[config.mk]
export PLATFORM = sky130hd
export DESIGN_NAME = i2c_chansel_target
export DESIGN_NICKNAME = d
export VERILOG_FILES = /design/src/rtl/chansel_pkg.sv /design/src/rtl/i2c_line_sync.sv /design/src/rtl/i2c_target_core.sv /design/src/rtl/chansel_apply.sv /design/src/rtl/i2c_chansel_target.sv
export SDC_FILE = /design/constraint.sdc
export NUM_CORES = 1
export LEC_CHECK = 0
export CAP_MARGIN = 0
export CORE_ASPECT_RATIO = 1.4
export CORE_UTILIZATION = 60
export CTS_BUF_LIST = sky130_fd_sc_hd__clkbuf_16
export CTS_CLUSTER_DIAMETER = 40
export DETAILED_ROUTE_END_ITERATION = 8
export DONT_BUFFER_PORTS = 1
export MAX_ROUTING_LAYER = met4
export PLACE_DENSITY = 0.77
export SYNTH_ARGS = -nofsm -noshare
export SYNTH_HDL_FRONTEND = slang
export SYNTH_SLANG_ARGS = --single-unit
[constraint.sdc]
create_clock -name clk -period 2.6 [get_ports clk]
set_clock_uncertainty 0.05 [all_clocks]
set_input_delay 0.26 -clock clk [delete_from_list [all_inputs] [get_ports clk]]
set_output_delay 0.26 -clock clk [all_outputs]
set_load 0.01 [all_outputs]
[src/rtl/chansel_pkg.sv]
`timescale 1ns/1ps
package chansel_pkg;
   localparam int BYTE_W = 8;
   localparam int ADDR_W = 7;

   typedef enum logic [2:0] {
      ST_IDLE,
      ST_ADDR,
      ST_ADDR_ACK,
      ST_WR_DATA,
      ST_WR_ACK,
      ST_RD_DATA,
      ST_RD_ACK,
      ST_SKIP
   } tgt_state_e;

   typedef struct packed {
      logic start;
      logic stop;
      logic rise;
      logic fall;
      logic scl;
      logic sda;
   } line_evt_t;
endpackage

[src/rtl/i2c_line_sync.sv]
`timescale 1ns/1ps
module i2c_line_sync
   import chansel_pkg::*;
#(
   parameter int STAGES = 2
) (
   input  logic      clk,
   input  logic      rst_n,
   input  logic      scl_i,
   input  logic      sda_i,
   output line_evt_t evt
);
   generate
      if (STAGES < 2) begin : g_bad_stages
         $error("i2c_line_sync: STAGES must be at least 2");
      end
   endgenerate

   logic [STAGES-1:0] scl_pipe;
   logic [STAGES-1:0] sda_pipe;
   logic              scl_d;
   logic              sda_d;

   genvar s;
   generate
      for (s = 0; s < STAGES; s++) begin : g_stage
         if (s == 0) begin : g_first
            always_ff @(posedge clk or negedge rst_n) begin
               if (!rst_n) begin
                  scl_pipe[0] <= 1'b1;
                  sda_pipe[0] <= 1'b1;
               end else begin
                  scl_pipe[0] <= scl_i;
                  sda_pipe[0] <= sda_i;
               end
            end
         end else begin : g_next
            always_ff @(posedge clk or negedge rst_n) begin
               if (!rst_n) begin
                  scl_pipe[s] <= 1'b1;
                  sda_pipe[s] <= 1'b1;
               end else begin
                  scl_pipe[s] <= scl_pipe[s-1];
                  sda_pipe[s] <= sda_pipe[s-1];
               end
            end
         end
      end
   endgenerate

   always_ff @(posedge clk or negedge rst_n) begin
      if (!rst_n) begin
         scl_d <= 1'b1;
         sda_d <= 1'b1;
      end else begin
         scl_d <= scl_pipe[STAGES-1];
         sda_d <= sda_pipe[STAGES-1];
      end
   end

   always_comb begin
      evt.scl   = scl_pipe[STAGES-1];
      evt.sda   = sda_pipe[STAGES-1];
      evt.rise  = !scl_d && evt.scl;
      evt.fall  = scl_d && !evt.scl;
      evt.start = scl_d && evt.scl && sda_d && !evt.sda;
      evt.stop  = scl_d && evt.scl && !sda_d && evt.sda;
   end
endmodule

[src/rtl/i2c_target_core.sv]
`timescale 1ns/1ps
module i2c_target_core
   import chansel_pkg::*;
#(
   parameter logic [ADDR_W-1:0] TARGET_ADDR = 7'h70
) (
   input  logic              clk,
   input  logic              rst_n,
   input  line_evt_t         evt,
   output logic              sda_oe,
   output logic [BYTE_W-1:0] ctrl_q
);
   localparam int CNT_W = $clog2(BYTE_W + 1);
   localparam logic [CNT_W-1:0] LAST_BIT = CNT_W'(BYTE_W);

   tgt_state_e        state;
   logic [CNT_W-1:0]  bit_cnt;
   logic [BYTE_W-1:0] rx_sr;
   logic [BYTE_W-1:0] tx_sr;
   logic              rw_q;
   logic              ack_q;

   always_ff @(posedge clk or negedge rst_n) begin
      if (!rst_n) begin
         state   <= ST_IDLE;
         bit_cnt <= '0;
         rx_sr   <= '0;
         tx_sr   <= '0;
         rw_q    <= 1'b0;
         ack_q   <= 1'b0;
         sda_oe  <= 1'b0;
         ctrl_q  <= '0;
      end else if (evt.start) begin
         state   <= ST_ADDR;
         bit_cnt <= '0;
         sda_oe  <= 1'b0;
      end else if (evt.stop) begin
         state   <= ST_IDLE;
         sda_oe  <= 1'b0;
      end else begin
         case (state)
            ST_ADDR: begin
               if (evt.rise) begin
                  rx_sr   <= {rx_sr[BYTE_W-2:0], evt.sda};
                  bit_cnt <= bit_cnt + 1'b1;
               end else if (evt.fall && bit_cnt == LAST_BIT) begin
                  if (rx_sr[BYTE_W-1:1] == TARGET_ADDR) begin
                     state  <= ST_ADDR_ACK;
                     rw_q   <= rx_sr[0];
                     sda_oe <= 1'b1;
                  end else begin
                     state  <= ST_SKIP;
                  end
               end
            end
            ST_ADDR_ACK: begin
               if (evt.fall) begin
                  bit_cnt <= '0;
                  if (rw_q) begin
                     state  <= ST_RD_DATA;
                     tx_sr  <= ctrl_q;
                     sda_oe <= !ctrl_q[BYTE_W-1];
                  end else begin
                     state  <= ST_WR_DATA;
                     sda_oe <= 1'b0;
                  end
               end
            end
            ST_WR_DATA: begin
               if (evt.rise) begin
                  rx_sr   <= {rx_sr[BYTE_W-2:0], evt.sda};
                  bit_cnt <= bit_cnt + 1'b1;
               end else if (evt.fall && bit_cnt == LAST_BIT) begin
                  ctrl_q <= rx_sr;
                  sda_oe <= 1'b1;
                  state  <= ST_WR_ACK;
               end
            end
            ST_WR_ACK: begin
               if (evt.fall) begin
                  sda_oe  <= 1'b0;
                  bit_cnt <= '0;
                  state   <= ST_WR_DATA;
               end
            end
            ST_RD_DATA: begin
               if (evt.rise) begin
                  bit_cnt <= bit_cnt + 1'b1;
               end else if (evt.fall) begin
                  if (bit_cnt == LAST_BIT) begin
                     sda_oe <= 1'b0;
                     state  <= ST_RD_ACK;
                  end else begin
                     tx_sr  <= {tx_sr[BYTE_W-2:0], 1'b0};
                     sda_oe <= !tx_sr[BYTE_W-2];
                  end
               end
            end
            ST_RD_ACK: begin
               if (evt.rise) begin
                  ack_q <= !evt.sda;
               end else if (evt.fall) begin
                  bit_cnt <= '0;
                  if (ack_q) begin
                     state  <= ST_RD_DATA;
                     tx_sr  <= ctrl_q;
                     sda_oe <= !ctrl_q[BYTE_W-1];
                  end else begin
                     state  <= ST_SKIP;
                  end
               end
            end
            default: ;
         endcase
      end
   end

   // entering the address acknowledge needs a matching address byte
   p_addr_ack_match_r1: assert property (@(posedge clk) disable iff (!rst_n)
      (state == ST_ADDR_ACK && $past(state) != ST_ADDR_ACK)
         |-> ($past(rx_sr[BYTE_W-1:1]) == TARGET_ADDR));

   // the control byte changes only when a data byte is acknowledged
   p_ctrl_write_on_ack_r3: assert property (@(posedge clk) disable iff (!rst_n)
      (ctrl_q != $past(ctrl_q)) |-> (state == ST_WR_ACK));

   // the pull-down is engaged only while SCL is low
   p_oe_rises_low_r4: assert property (@(posedge clk) disable iff (!rst_n)
      $rose(sda_oe) |-> !evt.scl);

   // in the ignore state the line is never pulled
   p_skip_released_r2: assert property (@(posedge clk) disable iff (!rst_n)
      (state == ST_SKIP) |-> !sda_oe);
endmodule

[src/rtl/chansel_apply.sv]
`timescale 1ns/1ps
module chansel_apply
   import chansel_pkg::*;
#(
   parameter int NUM_CH = 2,
   parameter int EN_BIT = 2
) (
   input  logic              clk,
   input  logic              rst_n,
   input  logic              apply_i,
   input  logic [BYTE_W-1:0] ctrl_i,
   output logic [NUM_CH-1:0] ch_en
);
   localparam int SEL_W = EN_BIT;

   generate
      if (EN_BIT < 1 || EN_BIT >= BYTE_W) begin : g_bad_en
         $error("chansel_apply: EN_BIT out of range");
      end
      if (NUM_CH < 1 || NUM_CH > (1 << SEL_W)) begin : g_bad_ch
         $error("chansel_apply: NUM_CH does not fit the selection field");
      end
   endgenerate

   logic             en_q;
   logic [SEL_W-1:0] sel_q;

   always_ff @(posedge clk or negedge rst_n) begin
      if (!rst_n) begin
         en_q  <= 1'b0;
         sel_q <= '0;
      end else if (apply_i) begin
         en_q  <= ctrl_i[EN_BIT];
         sel_q <= ctrl_i[SEL_W-1:0];
      end
   end

   genvar g;
   generate
      for (g = 0; g < NUM_CH; g++) begin : g_ch
         assign ch_en[g] = en_q && (sel_q == SEL_W'(g));
      end
   endgenerate

   // never more than one channel connected
   p_one_channel_r6: assert property (@(posedge clk) disable iff (!rst_n)
      $onehot0(ch_en));

   // enables hold unless a STOP was just seen
   p_hold_until_stop_r5: assert property (@(posedge clk) disable iff (!rst_n)
      !apply_i |=> $stable(ch_en));
endmodule

[src/rtl/i2c_chansel_target.sv]
`timescale 1ns/1ps
module i2c_chansel_target
   import chansel_pkg::*;
#(
   parameter logic [ADDR_W-1:0] TARGET_ADDR = 7'h70,
   parameter int NUM_CH      = 2,
   parameter int EN_BIT      = 2,
   parameter int SYNC_STAGES = 2
) (
   input  logic              clk,
   input  logic              rst_n,
   input  logic              scl_i,
   input  logic              sda_i,
   output logic              sda_oe_o,
   output logic [NUM_CH-1:0] ch_en_o
);
   line_evt_t         evt;
   logic [BYTE_W-1:0] ctrl_q;

   i2c_line_sync #(.STAGES(SYNC_STAGES)) u_sync (
      .clk   (clk),
      .rst_n (rst_n),
      .scl_i (scl_i),
      .sda_i (sda_i),
      .evt   (evt)
   );

   i2c_target_core #(.TARGET_ADDR(TARGET_ADDR)) u_core (
      .clk    (clk),
      .rst_n  (rst_n),
      .evt    (evt),
      .sda_oe (sda_oe_o),
      .ctrl_q (ctrl_q)
   );

   chansel_apply #(.NUM_CH(NUM_CH), .EN_BIT(EN_BIT)) u_apply (
      .clk     (clk),
      .rst_n   (rst_n),
      .apply_i (evt.stop),
      .ctrl_i  (ctrl_q),
      .ch_en   (ch_en_o)
   );
endmodule

== Word-level counts from Yosys, hierarchy flattened ==
Index checks and enable logic that the tools add are counted.

* Register bits: 42
* Bits of input ports: 4
* Output and inout port bits: 3
* Word-level logic and storage cells: 133

* $add $sub $neg: 1
* Eq/ne operators: 33
* Multiplexer cells: 49
* Bitwise logic cells: 3
* Reductions and logical operators: 31

{| class="wikitable"
|+ Operator list
! cell !! count
|-
| 2-to-1 mux 7 bit || 8
|-
| 2-to-1 mux 3 bit || 15
|-
| inequality test 4 x 2 -> 1 bit (second input constant) || 9
|-
| case mux 7 bit (3 select lines) || 1
|-
| 2-to-1 mux 4 bit || 5
|-
| case mux 3 bit (6 select lines) || 1
|-
| 2-to-1 mux 1 bit || 16
|-
| inequality test 4 x 3 -> 1 bit (second input constant) || 4
|-
| AND reduction 13 bit || 1
|-
| case mux 4 bit (3 select lines) || 1
|-
| AND reduction 12 bit || 1
|-
| AND reduction 4 bit || 3
|-
| AND reduction 11 bit || 1
|-
| logical AND 1 bit || 10
|-
| inequality test 2 x 1 -> 1 bit (second input constant) || 5
|-
| == test 3 bit (second input constant) || 3
|-
| inequality test 2 bit (second input constant) || 4
|-
| nonzero test 8 bit || 1
|-
| == test 7 bit (second input constant) || 1
|-
| == test 3 x 2 -> 1 bit (second input constant) || 2
|-
| zero test 1 bit || 6
|-
| case mux 1 bit (6 select lines) || 1
|-
| AND reduction 6 bit || 1
|-
| AND reduction 5 bit || 1
|-
| 13 further kinds || 16
|}

== Longest topological paths before layout ==
Gate-level depths: netlist of run 1.

* Depth after elaboration: 8
* Depth in mapped cells: 8
* Gate-level depth less buffers: 7

== By module ==
A second synthesis of run 1 with hierarchy kept.

* Cells, all modules: 178
* Area, all modules: 2,113.3 um^2

{| class="wikitable"
|+ By module, submodules not included
! module !! instances !! cells each !! area an instance (um^2)
|-
| i2c_target_core || 1 || 158 || 1,783.0
|-
| i2c_line_sync || 1 || 12 || 205.2
|-
| chansel_apply || 1 || 8 || 125.1
|}

== Least setup slack after synthesis of run 1 ==
Ideal clock, no wire load.

* Path type: reg2reg
* From: register u_sync.scl_d
* To: register u_core.tx_sr[2]
* Library setup time: 73 ps
* Data arrival time: 1,706 ps
* Required time: 2,477 ps
* Path slack: 771 ps
* Stages on the path, launching flop included: 7
* Buffers on the path: 1
* Clock period less this slack: 1,829 ps
* Path through: dfstp_2 nand2b_1 or3_4 a221oi_4 buf_6 nor2_1 a21oi_2

* Longest elaborated chain between the ends: 5
* Elaborated cells between the ends (all ways): 16
* Classes of those cells: 5 x eq/ne; 2 x bitwise; 9 x reduce/logical

{| class="wikitable"
|+ RTL lines
! element !! RTL line !! RTL
|-
| start: declaration || i2c_line_sync.sv:21 || <nowiki>logic scl_d;</nowiki>
|-
| start signal: assignment || i2c_line_sync.sv:56 || <nowiki>scl_d <= scl_pipe[STAGES-1];</nowiki>
|-
| parallel branches: the longest is 4 deep, another holds inequality test 2 bit || - ||
|-
| AND reduction 11 bit (no line) * || - ||
|-
| end signal: assignment || i2c_target_core.sv:61 || <nowiki>tx_sr <= ctrl_q;</nowiki>
|-
| end signal: assignment || i2c_target_core.sv:94 || <nowiki>tx_sr <= {tx_sr[BYTE_W-2:0], 1'b0};</nowiki>
|-
| end signal: assignment || i2c_target_core.sv:106 || <nowiki>tx_sr <= ctrl_q;</nowiki>
|-
| end: declaration || i2c_target_core.sv:19 || <nowiki>logic [BYTE_W-1:0] tx_sr;</nowiki>
|}

Mark *: on every way between the ends.
A chain may end at the register's enable or synchronous reset.

== Worst setup path in the final report of run 1 ==
* From: register u_core.state[0]
* To: register u_core.tx_sr[0]

* Longest elaborated chain between the ends: 3
* Elaborated cells between the ends (all ways): 14
* Classes of those cells: 11 x eq/ne; 1 x mux; 2 x reduce/logical

{| class="wikitable"
|+ RTL lines
! element !! RTL line !! RTL
|-
| start: declaration || i2c_target_core.sv:16 || <nowiki>tgt_state_e state;</nowiki>
|-
| start signal: assignment || i2c_target_core.sv:25 || <nowiki>state <= ST_IDLE;</nowiki>
|-
| start signal: assignment || i2c_target_core.sv:34 || <nowiki>state <= ST_ADDR;</nowiki>
|-
| start signal: assignment || i2c_target_core.sv:38 || <nowiki>state <= ST_IDLE;</nowiki>
|-
| == test 3 bit or == test 3 x 2 -> 1 bit (tied branches) || i2c_target_core.sv:41 || <nowiki>case (state)</nowiki>
|-
| inequality test 2 x 1 -> 1 bit (no line), or another cell as far along || - ||
|-
| AND reduction 11 bit (no line) || - ||
|}

Parallel ways exist; a longest one is shown, timed or not.

==> metrics.csv, run 1 <==
stage,metric,value,unit
clock_network,clk slew on worst S/H paths,0.06,ns
worst_setup_path,"Critical Path, Cell by Cell",nand2b_1 > or3_4 > a221oi_4 > nand3_1 > o21ai_0,
sta,final hold vios,0,
detailed_routing,first-pass detailed-route iteration total,4,
detailed_routing,vias,1413,
grt,pin count of the biggest net entering global routing,43,
sta,setup_tns,0,ns
sta,Final Max Slew Viols,0,
final_layout,footprint of the multi-input gates,915,µm²
grt,antenna violations before repair,0,
floorplanning,total I/O pin count,7,
clock_network,clock sinks,42,
clock_network,CTS tree,built,
logic_synthesis,#FFs+latches synth,42,
detailed_routing,DR DRC count,0,
logic_synthesis,Mapped Cells,180,
sta,Peak Freq,0.450,GHz
final_layout,# diodes,0,
logic_synthesis,synthesis warning total,0,
detailed_routing,DR WL met2,2100,µm
detailed_routing,Final ANT Viol Nets,0,
power_and_ir_drop,Power Dens Cells,1200,mW/mm²
worst_setup_path,Slowest cell on crit path,a221oi_4,
clock_network,TritonCTS Buffers,5,
power_and_ir_drop,P_leak,1.01,nW
run,total of max-cap violations,0,
worst_setup_path,WP data required,2.75,ns
final_layout,Final nets,190,
placed_design,DP Area,0.00206,mm²
sta,worst setup margin,0.377,ns
sta,Max-Slew Margin vs Limit,0.591,
detailed_routing,Via density,6.31,
worst_hold_path,worst min-delay path class,reg -> reg,
detailed_routing,Top Layer Used,met4,
logic_synthesis,"FFs w/ async S/R, synth",1.00,
placed_design,placed insts,212,
sta,Slew @ Worst Pin,0.614,ns
worst_setup_path,CP peak stage delay,0.59,ns
worst_setup_path,crit path launch type,flop,
placed_design,pre-CTS setup slack,0.398,ns
detailed_routing,Met1 Wirelength,1530,µm
floorplanning,Initial Utilization,0.642,
logic_synthesis,"Primary FF master, synth",dfrtp_1,
grt,Total GRT Usage,0.263,
final_layout,# fillers,226,
worst_setup_path,critical-path maximum fanout,19,
clock_network,clk_lat worst skew,0.28,ns
floorplanning,die height,71.1,µm
final_layout,area grow syn2layout,11.3,%
clock_network,H-tree Lvls,2,
placed_design,Port Buffers,0,
detailed_routing,wire per inst,17.5,µm
logic_synthesis,Avg Inst Size Synth,11.4,µm²
final_layout,layout cell share with drive strength beyond 1,0.238,
worst_setup_path,flop2flop setup slack,0.38,ns
sta,# setup viols final,0,
final_layout,sequential cell area,0.00106,mm²
floorplanning,Core Area,0.00318,mm²
grt,vias in the first global route,1429,
grt,first-pass GRT wire length,6670,µm
floorplanning,DIE AREA,0.00365,mm²
logic_synthesis,Yosys cell types,43,
final_layout,fin area,0.00228,mm²
logic_synthesis,"EDFF count, synth",0,
detailed_routing,1st-iter DRT viols,39,
worst_setup_path,Crit path max-delay family,simple AND/OR/NAND/NOR gates,
clock_network,setup bufs post-CTS,0,
worst_setup_path,Critical Path End Type,flop,
floorplanning,Chip Width,51.3,µm
clock_network,clock tree buffer depth,2,
logic_synthesis,Synth Net Count,186,
placed_design,Routability Congestion,0.924,
worst_setup_path,Crit Path Category,reg -> reg,
sta,Tcrit/Tclk final,0.855,
sta,RSZ-0062 raised after global routing,false,
clock_network,root buffer cell,clkbuf_16,
sta,crit path time final,2.22,ns
detailed_routing,Met3 Wirelength,175,µm
final_layout,Finished Layout Cells,224,
worst_setup_path,WP buf/inv,0,
worst_setup_path,Worst EP arrival,2.37,ns
power_and_ir_drop,peak supply drop,0.892,mV
logic_synthesis,sequential area share after synthesis,0.518,
placed_design,hpwl dp,2780,µm
grt,total grt overflow,0,
detailed_routing,routed wire length,3910,µm
floorplanning,# rows,24,
logic_synthesis,Synth Cell Area,0.00204,mm²
status,outcome,"complete, no violations",
[metrics by stage]
step / util / hold slack [ns] / total power, mW
final: 0.715 / 0.304 / 2.74
after global routing: 0.715 / 0.311 / 2.91
after CTS: 0.715 / 0.306 / 2.75
after detailed placement: 0.646 / -0.0844 / 2.02
after global placement: 0.646 / -0.0848 / 1.95
after floorplan: - / -0.0856 / 1.84
[state kept, by name (all words and copies together), names as in the netlist]
register and cells:
u_core.rx_sr 8, u_core.tx_sr 7, u_sync.scl_pipe 1, u_apply.en_q 1, u_sync.scl_d 1, u_core.bit_cnt 4
u_core.sda_oe 1, u_sync.sda_pipe 1, u_core.ack_q 1, u_sync.sda_d 1, u_sync.evt 2, u_core.ctrl_q 8
u_apply.sel_q 2, u_core.rw_q 1, u_core.state 3
[report_power, final]
group | switching, mW | total (mW) | internal, mW
clock | 0.248 | 0.700 | 0.452
sequential | 0.282 | 1.18 | 0.900
combinational | 0.428 | 0.857 | 0.429
[area by class of cell]
class                      instances  share of cell area
sequential                        42               0.465
clock buffer                       5              0.0550
tap                               39              0.0214
inverter                           7              0.0115
timing repair buffer               5              0.0253
multi-input combinational        123               0.402
clock inverter                     3              0.0198
[cell families (layout without fill, tap and decap cells)]
group,Yosys count,in the layout,synth area share
xor gates and xnor gates,1,1,0.00428
and+or+nand+nor,59,59,0.165
muxes,27,27,0.144
adders and majority gates,2,2,0.0122
AOI/OAI and AO/OA,34,34,0.121
DFF,42,42,0.518
buffers and inverters,15,20,0.0349
[synth_stat cells, types with 4 or more instances]
cell type | number | share of area
nor2_1 | 12 | 0.022
nand2b_1 | 5 | 0.015
o22ai_1 | 4 | 0.012
nand2_1 | 6 | 0.011
nor3_1 | 4 | 0.0098
nor2b_1 | 4 | 0.012
dfstp_2 | 6 | 0.077
mux2i_1 | 7 | 0.034
a21oi_1 | 8 | 0.020
nand3_1 | 5 | 0.012
inv_1 | 7 | 0.013
dfrtp_1 | 36 | 0.44
o21ai_0 | 6 | 0.015
mux2_2 | 20 | 0.11
[cell usage in the layout (no fill, tap or decap), types with 4 or more instances in the layout]
master      n
dfstp_2     6
nand3_1     5
a21oi_1     8
nor2_1     12
nand2_1     6
mux2_2     20
nor3_1      4
inv_1       7
nand2b_1    5
o21ai_0     6
o22ai_1     4
dfrtp_1    36
clkbuf_16   5
mux2i_1     7
nor2b_1     4
[routing by layer]
| layer | global-route usage | up-vias |
|---|---|---|
| met4 | 0.132 | 0 |
| met3 | 0.0645 | 12 |
| met2 | 0.442 | 41 |
| li1 | - | 667 |
| met1 | 0.282 | 693 |
| met5 | - | - |
[timing repair]
action,4_1_cts,5_1_grt
endpoints found under the hold margin,44,0
resized for setup,0,0
hold buffers,4,0
setup endpoints to repair,0,0
[worst paths after layout]
| path | cells after the start | to | from |
|---|---|---|---|
| worst max-delay path | 5 | u_core.tx_sr[0]$_DFFE_PN0P_ | u_core.state[0]$_DFFE_PN0P_ |
| worst min register to register | 0 | u_sync.evt[1]$_DFF_PN1_ | u_sync.scl_pipe[0]$_DFF_PN1_ |
| min in group asynchronous | 2 | u_core.bit_cnt[0]$_DFFE_PN0P_ | rst_n |
| worst max register to register | 5 | u_core.tx_sr[0]$_DFFE_PN0P_ | u_core.state[0]$_DFFE_PN0P_ |
| max in group asynchronous | 2 | u_sync.evt[1]$_DFF_PN1_ | rst_n |
| worst min-delay path | 0 | u_sync.evt[1]$_DFF_PN1_ | u_sync.scl_pipe[0]$_DFF_PN1_ |
Power figures use the tool's default switching activity.
==> run 2: changes to the inputs <==
RECOVER_POWER = 25   (was default)
==> metrics.csv, run 2 (same netlist as run 1, synthesis figures left out) <==
stage,metric,value,unit,change
worst_setup_path,CP peak stage delay,0.59,ns,about the same
final_layout,biggest regs,"u_core.ctrl_q: 8 flops, u_core.rx_sr: 8 flops, u_core.tx_sr: 7 flops",,
detailed_routing,first-pass detailed-route iteration total,4,,unchanged
placed_design,placed insts,212,,unchanged
floorplanning,die height,71.1,µm,unchanged
floorplanning,Core Area,0.00318,mm²,unchanged
clock_network,clock sinks,42,,unchanged
final_layout,# diodes,0,,unchanged
floorplanning,# rows,24,,unchanged
clock_network,CTS tree,built,,
grt,pin count of the biggest net entering global routing,43,,unchanged
sta,# setup viols final,0,,unchanged
power_and_ir_drop,P_leak,1.00,nW,-0.52%
detailed_routing,routed wire length,3910,µm,about the same
detailed_routing,Final ANT Viol Nets,0,,unchanged
placed_design,hpwl dp,2780,µm,unchanged
worst_setup_path,crit path launch type,flop,,
worst_setup_path,"Critical Path, Cell by Cell",nand2b_1 > or3_4 > a221oi_4 > nand3_1 > o21ai_0,,
detailed_routing,1st-iter DRT viols,39,,unchanged
floorplanning,DIE AREA,0.00365,mm²,unchanged
sta,Final Max Slew Viols,0,,unchanged
final_layout,sequential cell area,0.00106,mm²,unchanged
grt,Total GRT Usage,0.263,,unchanged
worst_setup_path,Crit Path Category,reg -> reg,,
detailed_routing,DR DRC count,0,,unchanged
sta,worst setup margin,0.376,ns,-0.000364 ns
clock_network,root buffer cell,clkbuf_16,,
grt,total grt overflow,0,,unchanged
detailed_routing,wire per inst,17.5,µm,about the same
detailed_routing,vias,1415,,+0.14%
clock_network,TritonCTS Buffers,5,,unchanged
final_layout,area grow syn2layout,10.6,%,
sta,Tcrit/Tclk final,0.855,,about the same
final_layout,footprint of the multi-input gates,915,µm²,unchanged
worst_setup_path,WP data required,2.75,ns,about the same
final_layout,layout cell share with drive strength beyond 1,0.238,,unchanged
clock_network,clk slew on worst S/H paths,0.06,ns,about the same
final_layout,"most common cell after layout, fill and taps aside",dfrtp_1,,
detailed_routing,Via density,6.32,,+0.14%
sta,RSZ-0062 raised after global routing,false,,
clock_network,clk_lat worst skew,0.28,ns,about the same
sta,crit path time final,2.22,ns,+0.000364 ns
final_layout,Final nets,190,,unchanged
sta,Peak Freq,0.450,GHz,about the same
placed_design,DP Area,0.00206,mm²,unchanged
floorplanning,total I/O pin count,7,,unchanged
clock_network,H-tree Lvls,2,,unchanged
sta,final hold vios,0,,unchanged
worst_setup_path,Slowest cell on crit path,a221oi_4,,
placed_design,Routability Congestion,0.924,,unchanged
status,outcome,"complete, no violations",,
worst_setup_path,Critical Path End Type,flop,,
final_layout,most frequent cells in the layout,"dfrtp_1 (36), mux2_2 (20), nor2_1 (12)",,
placed_design,pre-CTS setup slack,0.398,ns,unchanged
clock_network,setup bufs post-CTS,0,,unchanged
grt,layer with the highest usage,met2,,
worst_setup_path,critical-path maximum fanout,19,,unchanged
floorplanning,Initial Utilization,0.642,,unchanged
grt,GR Util met3,0.0645,,unchanged
grt,met1 usage,0.282,,unchanged
power_and_ir_drop,Total Power,2.74,mW,-0.11%
grt,vias in the first global route,1429,,unchanged
sta,setup_tns,0,ns,unchanged
floorplanning,Chip Width,51.3,µm,unchanged
worst_setup_path,Crit path max-delay family,simple AND/OR/NAND/NOR gates,,
grt,antenna violations before repair,0,,unchanged
final_layout,# fillers,228,,+0.88%
sta,Max-Slew Margin vs Limit,0.323,,-0.268
sta,Slew @ Worst Pin,1.02,ns,+0.402 ns
final_layout,Finished Layout Cells,224,,unchanged
final_layout,fin area,0.00226,mm²,-0.66%
worst_setup_path,WP buf/inv,0,,unchanged
grt,met2 Track Usage GR,0.442,,unchanged
grt,first-pass GRT wire length,6670,µm,unchanged
power_and_ir_drop,peak supply drop,0.888,mV,-0.46%
clock_network,clock tree buffer depth,2,,unchanged
run,total of max-cap violations,0,,unchanged
power_and_ir_drop,Power Dens Cells,1210,mW/mm²,+0.55%
worst_hold_path,worst min-delay path class,reg -> reg,,
placed_design,Port Buffers,0,,unchanged
worst_setup_path,Worst EP arrival,2.37,ns,about the same
==> run 2: path summary, 6_finish.rpt <==
| path | slack [ns] | cells after the start | end | startpoint |
|---|---|---|---|---|
| min in group asynchronous | 0.64 | 2 | u_core.bit_cnt[0]$_DFFE_PN0P_ | rst_n |
| worst min-delay path | 0.30 | 0 | u_sync.evt[1]$_DFF_PN1_ | u_sync.scl_pipe[0]$_DFF_PN1_ |
| worst max-delay path | 0.38 | 5 | u_core.tx_sr[0]$_DFFE_PN0P_ | u_core.state[0]$_DFFE_PN0P_ |
| max in group asynchronous | 1.23 | 2 | u_core.rx_sr[6]$_DFFE_PN0P_ | rst_n |
| worst max register to register | 0.38 | 5 | u_core.tx_sr[0]$_DFFE_PN0P_ | u_core.state[0]$_DFFE_PN0P_ |
| worst min register to register | 0.30 | 0 | u_sync.evt[1]$_DFF_PN1_ | u_sync.scl_pipe[0]$_DFF_PN1_ |
==> run 2: through the flow <==
step	util	hold slack, ns
2_1_floorplan	-	-0.0856
3_3_place_gp	0.646	-0.0848
3_5_place_dp	0.646	-0.0844
4_1_cts	0.715	0.306
5_1_grt	0.710	0.311
6_report	0.710	0.304
==> run 2: final cells by class <==
cell class	count	area share
flip-flops and latches	42	0.468
repair buffers	5	0.0188
clock buffers	5	0.0553
clock inverters	3	0.0199
well taps	39	0.0216
inverters	7	0.0116
multi-input cells	123	0.405
==> run 2: what timing repair did <==
item / in CTS / in global routing
hold buffers: 4 / 0
endpoints found under the hold margin: 44 / 0
gates resized for setup: 0 / 0
==> run 2: metal layers <==
layer / part of all wire / up-vias
met5: 0 / -
met4: 0.028 / 0
met3: 0.045 / 12
met2: 0.54 / 41
met1: 0.39 / 695
li1: - / 667
==> run 2: power by group <==
| group | leakage [nW] | total, mW | switching (mW) | internal [mW] |
|---|---|---|---|---|
| Combinational | 0.407 | 0.854 | 0.428 | 0.426 |
| Sequential | 0.519 | 1.18 | 0.282 | 0.900 |
| Clock | 0.0760 | 0.700 | 0.248 | 0.452 |
==> run 3: changes to the inputs <==
CTS_BUF_LIST = default   (was sky130_fd_sc_hd__clkbuf_16)
==> metrics.csv, run 3 (same netlist as run 1, synthesis figures left out) <==
stage,metric,value,unit,change
status,outcome,"complete, no violations",,
floorplanning,Chip Width,51.3,µm,unchanged
sta,worst setup margin,0.363,ns,-0.0130 ns
power_and_ir_drop,Power Dens Cells,1150,mW/mm²,-4.8%
floorplanning,# rows,24,,unchanged
worst_hold_path,worst min-delay path class,reg -> reg,,
final_layout,most frequent cells in the layout,"dfrtp_1 (36), mux2_2 (20), nor2_1 (12)",,
grt,Total GRT Usage,0.259,,-0.00381
worst_setup_path,Slowest cell on crit path,a221oi_4,,
worst_setup_path,Crit Path Category,reg -> reg,,
clock_network,clock sinks,42,,unchanged
clock_network,CTS tree,built,,
detailed_routing,vias,1394,,-1.5%
placed_design,Routability Congestion,0.924,,unchanged
clock_network,Hold Buf Count CTS,4,,unchanged
worst_setup_path,crit path launch type,flop,,
worst_setup_path,"Critical Path, Cell by Cell",nand2b_1 > or3_4 > a221oi_4 > nand3_1 > o21ai_0,,
floorplanning,die height,71.1,µm,unchanged
detailed_routing,1st-iter DRT viols,58,,+49%
power_and_ir_drop,P_leak,0.976,nW,-2.6%
worst_setup_path,critical-path maximum fanout,19,,unchanged
final_layout,Final nets,190,,unchanged
placed_design,hpwl dp,2780,µm,unchanged
worst_setup_path,Critical Path Sink,u_core.tx_sr[0]$_DFFE_PN0P_,,
sta,Max-Slew Margin vs Limit,0.328,,+0.00453
sta,# setup viols final,0,,unchanged
final_layout,layout cell share with drive strength beyond 1,0.238,,unchanged
grt,pin count of the biggest net entering global routing,43,,unchanged
sta,RSZ-0062 raised after global routing,false,,
worst_setup_path,R2R cell count,5,,unchanged
detailed_routing,Via density,6.22,,-1.5%
grt,antenna violations before repair,0,,unchanged
floorplanning,Core Area,0.00318,mm²,unchanged
sta,Tcrit/Tclk final,0.860,,+0.00501
worst_setup_path,worst r2r src,u_core.state[0]$_DFFE_PN0P_,,
sta,Final Max Slew Viols,0,,unchanged
clock_network,clk slew on worst S/H paths,0.08,ns,+0.02 ns
detailed_routing,Final ANT Viol Nets,0,,unchanged
grt,first-pass GRT wire length,6600,µm,-1.1%
final_layout,# diodes,0,,unchanged
clock_network,clk_lat worst skew,0.29,ns,about the same
sta,final hold vios,0,,unchanged
detailed_routing,first-pass detailed-route iteration total,4,,unchanged
floorplanning,DIE AREA,0.00365,mm²,unchanged
worst_setup_path,flop2flop setup slack,0.36,ns,about the same
sta,Peak Freq,0.447,GHz,-0.58%
placed_design,placed insts,212,,unchanged
sta,setup_tns,0,ns,unchanged
final_layout,Finished Layout Cells,224,,unchanged
placed_design,Port Buffers,0,,unchanged
clock_network,post-cts gate resize count,0,,unchanged
sta,crit path time final,2.24,ns,+0.0130 ns
detailed_routing,DR DRC count,0,,unchanged
clock_network,root buffer cell,clkbuf_8,,
floorplanning,total I/O pin count,7,,unchanged
final_layout,biggest regs,"u_core.ctrl_q: 8 flops, u_core.rx_sr: 8 flops, u_core.tx_sr: 7 flops",,
worst_setup_path,Critical Path End Type,flop,,
clock_network,clock tree buffer depth,2,,unchanged
clock_network,H-tree Lvls,2,,unchanged
clock_network,TritonCTS Buffers,5,,unchanged
final_layout,area grow syn2layout,7.83,%,
placed_design,pre-CTS setup slack,0.398,ns,unchanged
detailed_routing,routed wire length,3880,µm,-0.92%
power_and_ir_drop,Total Power,2.54,mW,-7.1%
worst_setup_path,CP peak stage delay,0.60,ns,about the same
worst_setup_path,WP data required,2.76,ns,about the same
floorplanning,Initial Utilization,0.642,,unchanged
power_and_ir_drop,peak supply drop,0.738,mV,-17%
worst_setup_path,reg2reg end,u_core.tx_sr[0]$_DFFE_PN0P_,,
run,total of max-cap violations,0,,unchanged
grt,total grt overflow,0,,unchanged
worst_setup_path,crit path from,u_core.state[0]$_DFFE_PN0P_,,
clock_network,setup bufs post-CTS,0,,unchanged
sta,Slew @ Worst Pin,1.01,ns,-0.00680 ns
worst_setup_path,Worst EP arrival,2.39,ns,+0.02 ns
detailed_routing,wire per inst,17.3,µm,-0.92%
final_layout,"most common cell after layout, fill and taps aside",dfrtp_1,,
grt,vias in the first global route,1432,,+0.21%
run 3: cell type report:
class | count | area, µm²
sequential | 42 | 1060
fill | 239 | 978
clock buffer | 5 | 68.8
inverter | 7 | 26.3
multi-input combinational | 123 | 915
tap | 39 | 48.8
clock inverter | 3 | 45.0
timing repair buffer | 5 | 42.5
run 3: report_power, final:
group	switching [mW]	total, mW	internal, mW
Clock	0.222	0.507	0.285
Sequential	0.281	1.18	0.898
Combinational	0.428	0.854	0.426
Total	0.931	2.54	1.61
run 3: metal layers:
metal	global-route usage	part of all wire	vias up	routed length [µm]
met5	-	0	-	0
met4	0.120	0.011	0	44
met3	0.0710	0.034	6	133
met2	0.433	0.56	35	2170
met1	0.281	0.39	689	1530
li1	-	-	664	-
run 3: worst max-delay path: cells and delay by family, from the launching register on:
family	cells	cell delay, ns
simple gates	3	0.82
compound gates	2	0.71
flops	1	0.57
run 3: how the worst min path moves through the flow:
stage,startpoint,endpoint,slack (ns),cells past startpoint
global placement,rst_n,u_core.bit_cnt[2]$_DFFE_PN0P_,-0.08,0
global route,u_sync.scl_pipe[0]$_DFF_PN1_,u_sync.evt[1]$_DFF_PN1_,0.31,0
floorplan,rst_n,u_apply.en_q$_DFFE_PN0P_,-0.09,0
detailed placement,rst_n,u_core.bit_cnt[2]$_DFFE_PN0P_,-0.08,0
finish,u_sync.scl_pipe[0]$_DFF_PN1_,u_sync.evt[1]$_DFF_PN1_,0.31,0
CTS,u_sync.scl_pipe[0]$_DFF_PN1_,u_sync.evt[1]$_DFF_PN1_,0.31,0
run 3: through the flow:
step / hold WS, ns / cell area [µm²] / util
floorplan: -0.0856 / 2040 / -
global placement: -0.0848 / 2060 / 0.646
detailed placement: -0.0844 / 2060 / 0.646
CTS: 0.309 / 2220 / 0.697
global route: 0.314 / 2200 / 0.693
finish: 0.307 / 2200 / 0.693
